File: src/rtl/irqc_pkg.sv
package irqc_pkg;

    localparam int DATA_W  = 32;
    localparam int ADDR_W  = 3;
    localparam int NUM_SRC = 6;

    // Bit positions of the interrupt sources
    localparam int B_RX_DONE  = 0;
    localparam int B_TX_DONE  = 1;
    localparam int B_OVERRUN  = 2;
    localparam int B_RX_FULL  = 3;
    localparam int B_RX_PEND  = 4;
    localparam int B_TXB_CHG  = 5;

    // Word addresses of the register port
    localparam logic [ADDR_W-1:0] A_STAT     = 3'd0;
    localparam logic [ADDR_W-1:0] A_EN_SET   = 3'd1;
    localparam logic [ADDR_W-1:0] A_EN_CLR   = 3'd2;
    localparam logic [ADDR_W-1:0] A_MASK_SET = 3'd3;
    localparam logic [ADDR_W-1:0] A_MASK_CLR = 3'd4;

    typedef enum logic [2:0] {
        SEL_STAT,
        SEL_EN_SET,
        SEL_EN_CLR,
        SEL_MASK_SET,
        SEL_MASK_CLR,
        SEL_NONE
    } reg_sel_e;

endpackage

File: src/rtl/irqc_decode.sv
module irqc_decode
    import irqc_pkg::*;
(
    input  logic [ADDR_W-1:0] addr,
    input  logic              wr,
    output reg_sel_e          sel,
    output logic              wr_stat,
    output logic              wr_en_set,
    output logic              wr_en_clr,
    output logic              wr_mask_set,
    output logic              wr_mask_clr
);

    always_comb begin
        unique case (addr)
            A_STAT:     sel = SEL_STAT;
            A_EN_SET:   sel = SEL_EN_SET;
            A_EN_CLR:   sel = SEL_EN_CLR;
            A_MASK_SET: sel = SEL_MASK_SET;
            A_MASK_CLR: sel = SEL_MASK_CLR;
            default:    sel = SEL_NONE;
        endcase
    end

    always_comb begin
        wr_stat     = wr && (sel == SEL_STAT);
        wr_en_set   = wr && (sel == SEL_EN_SET);
        wr_en_clr   = wr && (sel == SEL_EN_CLR);
        wr_mask_set = wr && (sel == SEL_MASK_SET);
        wr_mask_clr = wr && (sel == SEL_MASK_CLR);
    end

endmodule

File: src/rtl/irqc_setclr_reg.sv
module irqc_setclr_reg #(
    parameter int W = 6
) (
    input  logic         clk,
    input  logic         rst_n,
    input  logic         set_en,
    input  logic         clr_en,
    input  logic [W-1:0] bits,
    output logic [W-1:0] q
);

    always_ff @(posedge clk or negedge rst_n) begin
        if (!rst_n) begin
            q <= '0;
        end else if (set_en) begin
            q <= q | bits;
        end else if (clr_en) begin
            q <= q & ~bits;
        end
    end

endmodule

File: src/rtl/irqc_status.sv
module irqc_status #(
    parameter int W = 6
) (
    input  logic         clk,
    input  logic         rst_n,
    input  logic [W-1:0] req,
    input  logic [W-1:0] mask,
    input  logic         clr_en,
    input  logic [W-1:0] clr_bits,
    output logic [W-1:0] q
);

    for (genvar i = 0; i < W; i++) begin : g_bit
        logic hit;
        assign hit = req[i] & ~mask[i];

        // A fresh event beats a same-cycle clear of the same bit
        always_ff @(posedge clk or negedge rst_n) begin
            if (!rst_n) begin
                q[i] <= 1'b0;
            end else if (hit) begin
                q[i] <= 1'b1;
            end else if (clr_en && clr_bits[i]) begin
                q[i] <= 1'b0;
            end
        end
    end

endmodule

File: src/rtl/irq_status_ctrl.sv
module irq_status_ctrl
    import irqc_pkg::*;
(
    input  logic              clk,
    input  logic              rst_n,
    input  logic              reg_wr,
    input  logic [ADDR_W-1:0] reg_addr,
    input  logic [DATA_W-1:0] reg_wdata,
    output logic [DATA_W-1:0] reg_rdata,
    input  logic              ev_rx_done,
    input  logic              ev_tx_done,
    input  logic              ev_rx_overrun,
    input  logic              ev_rx_full,
    input  logic              rx_pending,
    input  logic              ev_txbuf_chg,
    output logic              irq
);

    reg_sel_e           sel;
    logic               wr_stat, wr_en_set, wr_en_clr, wr_mask_set, wr_mask_clr;
    logic [NUM_SRC-1:0] wbits;
    logic [NUM_SRC-1:0] req_raw;
    logic [NUM_SRC-1:0] stat_q;
    logic [NUM_SRC-1:0] en_q;
    logic [NUM_SRC-1:0] mask_q;
    logic               unused_wdata_hi;

    assign wbits           = reg_wdata[NUM_SRC-1:0];
    assign unused_wdata_hi = ^reg_wdata[DATA_W-1:NUM_SRC];

    always_comb begin
        req_raw             = '0;
        req_raw[B_RX_DONE]  = ev_rx_done;
        req_raw[B_TX_DONE]  = ev_tx_done;
        req_raw[B_OVERRUN]  = ev_rx_overrun;
        req_raw[B_RX_FULL]  = ev_rx_full;
        req_raw[B_RX_PEND]  = rx_pending;
        req_raw[B_TXB_CHG]  = ev_txbuf_chg;
    end

    irqc_decode u_dec (
        .addr        (reg_addr),
        .wr          (reg_wr),
        .sel         (sel),
        .wr_stat     (wr_stat),
        .wr_en_set   (wr_en_set),
        .wr_en_clr   (wr_en_clr),
        .wr_mask_set (wr_mask_set),
        .wr_mask_clr (wr_mask_clr)
    );

    irqc_status #(.W(NUM_SRC)) u_stat (
        .clk      (clk),
        .rst_n    (rst_n),
        .req      (req_raw),
        .mask     (mask_q),
        .clr_en   (wr_stat),
        .clr_bits (wbits),
        .q        (stat_q)
    );

    irqc_setclr_reg #(.W(NUM_SRC)) u_en (
        .clk    (clk),
        .rst_n  (rst_n),
        .set_en (wr_en_set),
        .clr_en (wr_en_clr),
        .bits   (wbits),
        .q      (en_q)
    );

    irqc_setclr_reg #(.W(NUM_SRC)) u_mask (
        .clk    (clk),
        .rst_n  (rst_n),
        .set_en (wr_mask_set),
        .clr_en (wr_mask_clr),
        .bits   (wbits),
        .q      (mask_q)
    );

    always_comb begin
        reg_rdata = '0;
        unique case (sel)
            SEL_STAT:                  reg_rdata[NUM_SRC-1:0] = stat_q;
            SEL_EN_SET, SEL_EN_CLR:    reg_rdata[NUM_SRC-1:0] = en_q;
            SEL_MASK_SET, SEL_MASK_CLR: reg_rdata[NUM_SRC-1:0] = mask_q;
            default:                   reg_rdata = '0;
        endcase
    end

    assign irq = |(stat_q & en_q);

endmodule

File: config.mk
export PLATFORM = sky130hd
export DESIGN_NAME = irq_status_ctrl
export DESIGN_NICKNAME = d
export VERILOG_FILES = /design/src/rtl/irqc_pkg.sv /design/src/rtl/irqc_decode.sv /design/src/rtl/irqc_setclr_reg.sv /design/src/rtl/irqc_status.sv /design/src/rtl/irq_status_ctrl.sv
export SDC_FILE = /design/constraint.sdc
export NUM_CORES = 1
export LEC_CHECK = 0
export BUFFER_PORTS_ARGS = -buffer_cell sky130_fd_sc_hd__buf_4
export CAP_MARGIN = 0
export CORE_ASPECT_RATIO = 0.9
export CORE_MARGIN = 10
export CORE_UTILIZATION = 40
export CTS_CLUSTER_SIZE = 20
export DETAILED_ROUTE_END_ITERATION = 7
export PLACE_DENSITY = 0.78
export SYNTH_ARGS = -nofsm -noshare
export SYNTH_HDL_FRONTEND = slang
export SYNTH_SLANG_ARGS = --single-unit
File: constraint.sdc
create_clock -name clk -period 0.9 [get_ports clk]
set_input_delay 0.135 -clock clk [delete_from_list [all_inputs] [get_ports clk]]
set_output_delay 0.135 -clock clk [all_outputs]
set_load 0.03 [all_outputs]
Yosys cells after proc, flatten, opt, wreduce, memory -nomap -nowiden

Cells that the tools add are included.

Bits in registers: 18
Input bits: 44
Output and inout bits: 33

Equal/unequal tests: 8
Muxes and demuxes: 18
Bitwise operators: 18
Reduce and logical (&&, ||, !) cells: 24

Operator list:

| operator                                       | count |
|---|---|
| 2-to-1 mux 6 bit                               | 4 |
| AND 6 bit                                      | 3 |
| one-hot mux 6 bit (3 select lines)             | 1 |
| nonzero test 2 bit                             | 8 |
| one-hot mux 3 bit (5 select lines)             | 1 |
| == test 3 x 2 -> 1 bit (second input constant) | 4 |
| 2-to-1 mux 1 bit                               | 12 |
| OR 6 bit                                       | 2 |
| logical AND 1 bit                              | 11 |
| AND 1 bit                                      | 6 |
| == test 3 x 1 -> 1 bit (second input constant) | 2 |
| == test 3 bit (second input constant)          | 2 |
| zero test 3 bit                                | 2 |
| inverter 1 bit                                 | 6 |
| inverter 6 bit                                 | 1 |
| OR reduction 6 bit                             | 1 |
| OR reduction 2 bit                             | 2 |

Depth between registers and ports, before layout

Word-level depth: 7
Gate-level depth with buffers: 5
Mapped depth without buffers: 3

Hierarchy

Synthesis repeated with hierarchy kept, for this count alone.

Cell total of the unflattened synthesis: 129
Area, all modules: 1,275.0 um^2

By module, submodules not included:

| module          | instances | cells each | area an instance (um^2) | seq. area each (um^2) |
|---|---|---|---|---|
| irq_status_ctrl | 1         | 61         | 491.7                   | 0.0 |
| irqc_setclr_reg | 2         | 18         | 225.2                   | 150.1 |
| irqc_status     | 1         | 24         | 247.7                   | 150.1 |
| irqc_decode     | 1         | 8          | 85.1                    | 0.0 |

Worst setup path before layout

No wires, ideal clock.

Path type: in2out
Start: input port reg_addr[0]
End: output port reg_rdata[4]
Arrival time: 1.219 ns
Data required time: 0.765 ns
Slack: -0.454 ns
Stages: 4
Buffers on the path: 2
Cells stage by stage: buf_6 > buf_6 > mux2i_1 > o21ai_0

Longest elaborated chain between the ends: 5
Elaborated cells between the ends (all ways): 14
Those cells by class: 8 x eq/ne; 2 x mux; 4 x reduce/logical

RTL lines:

| element                               | RTL line              | RTL |
|---|---|---|
| start: declaration                    | irq_status_ctrl.sv:7  | `input logic [ADDR_W-1:0] reg_addr,` |
| == test 3 bit (tied with other cells) | irqc_decode.sv:15     | `unique case (addr)` |
| one-hot mux 3 bit (5 select lines) *  | irqc_decode.sv:15     |  |
| == test 3 bit (tied with other cells) | irq_status_ctrl.sv:82 | `unique case (sel)` |
| OR reduction 2 bit                    | irq_status_ctrl.sv:82 |  |
| one-hot mux 6 bit (3 select lines) *  | irq_status_ctrl.sv:82 |  |
| end: declaration                      | irq_status_ctrl.sv:9  | `output logic [DATA_W-1:0] reg_rdata,` |

Every way passes the cells marked *; elsewhere a longest branch is shown, timed or not.

==> flow_metrics.py <==
metrics = {
    "run_status": {
        "outcome": "finished with violations",
        "violations": "negative setup slack",
    },
    "die": {
        "die_x_um": 82.2,
        "die_h_um": 76,
        "core.rowCount": 20,
        "io_pins": 77,
        "core_area_um2": 3380,
        "floorplan.initialDensity_pct": 41.3,
        "dieArea_um2": 6250,
    },
    "logic_synthesis": {
        "synth_area_leaders": "dfrtp_1 32%, buf_4 15%, mux2i_1 8.6%, a21oi_1 6.5%, a21bo_2 4.3%",
        "synth_area_um2": 1390,
        "netlist_instances": 149,
        "synth-seq-cells": 18,
        "ys_warn_count": 0,
        "synth_edf_count": 0,
        "ys_top_cells_by_count": "27 x buf_4, 18 x a21oi_1, 18 x dfrtp_1",
        "synth_top_area_share_pct": 32.3,
        "synth_most_common_cell": "buf_4",
        "yosysUniqueCellTypes": 27,
        "synth_ff_type": "dfrtp_1",
        "async_reset_ff_share_pct": 100,
        "ys_seq_area_share_pct": 32.3,
        "syn_area_per_cell_um2": 9.35,
        "yosys.area.top_type": "dfrtp_1",
    },
    "cts": {
        "clock-root-buffer": "clkbuf_8",
        "path_clk_slew_ns": 0.07,
        "cts_tree": "done",
        "clock_sinks": 18,
        "numCtsBuffers": 3,
        "clk_latency_ns": 0.26,
        "ctsLongestPathBuffers": 2,
        "cts_max_level": 1,
    },
    "place": {
        "dpl.hpwl_um": 2840,
        "dp_slack_ns": -0.359,
        "place_congestion": 0.827,
        "portBuffers": 24,
    },
    "sta": {
        "skew_ns": 0.000725,
        "rsz0062_at_grt": "yes",
        "period_minus_slack_ns": 1.41,
        "setup_viol": 14,
        "holdWs_ns": 0.0929,
        "drv_slew": 0,
        "finalHoldViolations": 0,
        "clock.fmax_ghz": 0.710,
        "period_share_pct": 157,
        "layout_setup_ws_ns": -0.509,
    },
    "job": {
        "maxCapViolCount": 0,
    },
    "layout": {
        "nFillCells": 290,
        "regArea_um2": 450,
        "syn_to_final_growth_pct": 41.5,
        "drive_gt1_share_pct": 48.3,
        "fin_nets": 250,
        "multiInputGateArea_um2": 850,
        "diodes": 0,
    },
    "setup_path": {
        "critPathArrivalTime_ns": 1.27,
        "r2r_slack_ns": -0.08,
        "required_ns": 0.76,
        "path_max_fanout": 4,
        "critPathCaptureType": "output port",
        "rr_worst_depth": 4,
        "startpoint_type": "flop",
        "crit_type": "reg2out",
        "endpoint": "reg_rdata[0]",
    },
    "route": {
        "routedWlPerCell_um": 16.2,
        "num_vias": 1244,
        "route.detailed.drc": 0,
        "dr.pass1.iters": 4,
        "avgViaCountPerCell": 5.00,
        "drt-initial-drc-count": 92,
        "drt_wl_total_um": 4030,
        "drtAntennaViolNets": 0,
    },
    "global_routing": {
        "overflow": 0,
        "grt_pass1_vias": 1332,
        "grtUsageTotal_pct": 12.2,
        "grt_max_degree": 19,
        "grt_pass1_wl_um": 6090,
        "antenna_found_initial": 0,
    },
    "pwr": {
        "leakagePower_uw": 0.000943,
        "power_density_nw_per_um2": 1190,
        "ir_drop_uv": 753,
    },
    "hold_path": {
        "hold_path_class": "in2reg",
    },
}
timing repair:
action                                  4_1_cts  5_1_grt
endpoints found under the setup margin       12       23
setup buffers                                 5        1
cloned                                        0        0
resized for setup                            20       17
pin swaps                                     7        4
hold buffers                                  1        0
hold endpoints to repair                     18        0
through the flow:
stage / total power (uW) / setup TNS (ns) / cell area [um^2] / util [%] / instances
floorplan: 1410 / -0.901 / 1530 / - / 174
global placement: 1550 / -5.51 / 1730 / 51.3 / 241
detailed placement: 1560 / -6.10 / 1730 / 51.3 / 241
CTS: 2280 / -3.51 / 1900 / 56.3 / 249
global route: 2410 / -4.34 / 1970 / 58.4 / 249
finish: 2350 / -3.62 / 1970 / 58.4 / 249
worst max-delay path, stage by stage, from the launching register on:
cell and delay (ns):
dfrtp_1 0.43, mux2i_1 0.16, o22ai_1 0.09, a21o_2 0.20
buf_6 0.13
where the power goes:
part | internal [uW] | switching, uW
sequential | 837 | 26.2
combinational | 324 | 454
clock | 391 | 314
total | 1550 | 794
final cells by class:
class / instances / share of cell area, %
Sequential cell: 18 / 22.8
Inverter: 6 / 1.14
Tap cell: 44 / 2.79
Timing Repair Buffer: 61 / 27.3
Multi-Input combinational cell: 116 / 43.1
Clock buffer: 4 / 2.79
cell usage in the layout (no fill, tap or decap), types with 3 or more instances in the layout:
cell type | Yosys | final
inv_1 | 6 | 6
conb_1 | 1 | 26
buf_4 | 27 | 39
a21bo_4 | 0 | 6
clkbuf_8 | 0 | 4
a21oi_2 | 6 | 12
a22o_1 | 6 | 6
o21ai_0 | 7 | 5
dfrtp_1 | 18 | 18
nand2_1 | 12 | 12
o22ai_1 | 5 | 5
a21oi_1 | 18 | 12
mux2i_1 | 12 | 11
a21o_2 | 0 | 5
a22oi_2 | 0 | 3
buf_6 | 5 | 21
worst min-delay path by stage:
stage	slack, ns	start	cells past startpoint	to
floorplan	-0.16	rst_n	0	asynchronous set/reset pin
global placement	0.02	rst_n	1	asynchronous set/reset pin
detailed placement	0.02	rst_n	1	u_stat.q[5]
CTS	0.1	rx_pending	2	u_stat.q[4]
global route	0.11	rx_pending	2	u_stat.q[4]
finish	0.09	rx_pending	2	u_stat.q[4]
logic make-up after synthesis:
logic type	share of synthesized area [%]
other cells	0.269
mux	8.62
flops	32.3
buf+inv	20.8
simple gates	9.96
compound gates	28.0
per-layer routing:
| layer | track usage (%) | wire length (um) | vias to the layer above |
|---|---|---|---|
| li1 | - | - | 589 |
| met1 | 13.1 | 1620 | 604 |
| met2 | 21.2 | 2080 | 45 |
| met3 | 2.12 | 227 | 6 |
| met4 | 6.97 | 109 | 0 |
| met5 | 0 | 0 | - |
Note: power is estimated with default switching activity, not from simulation.
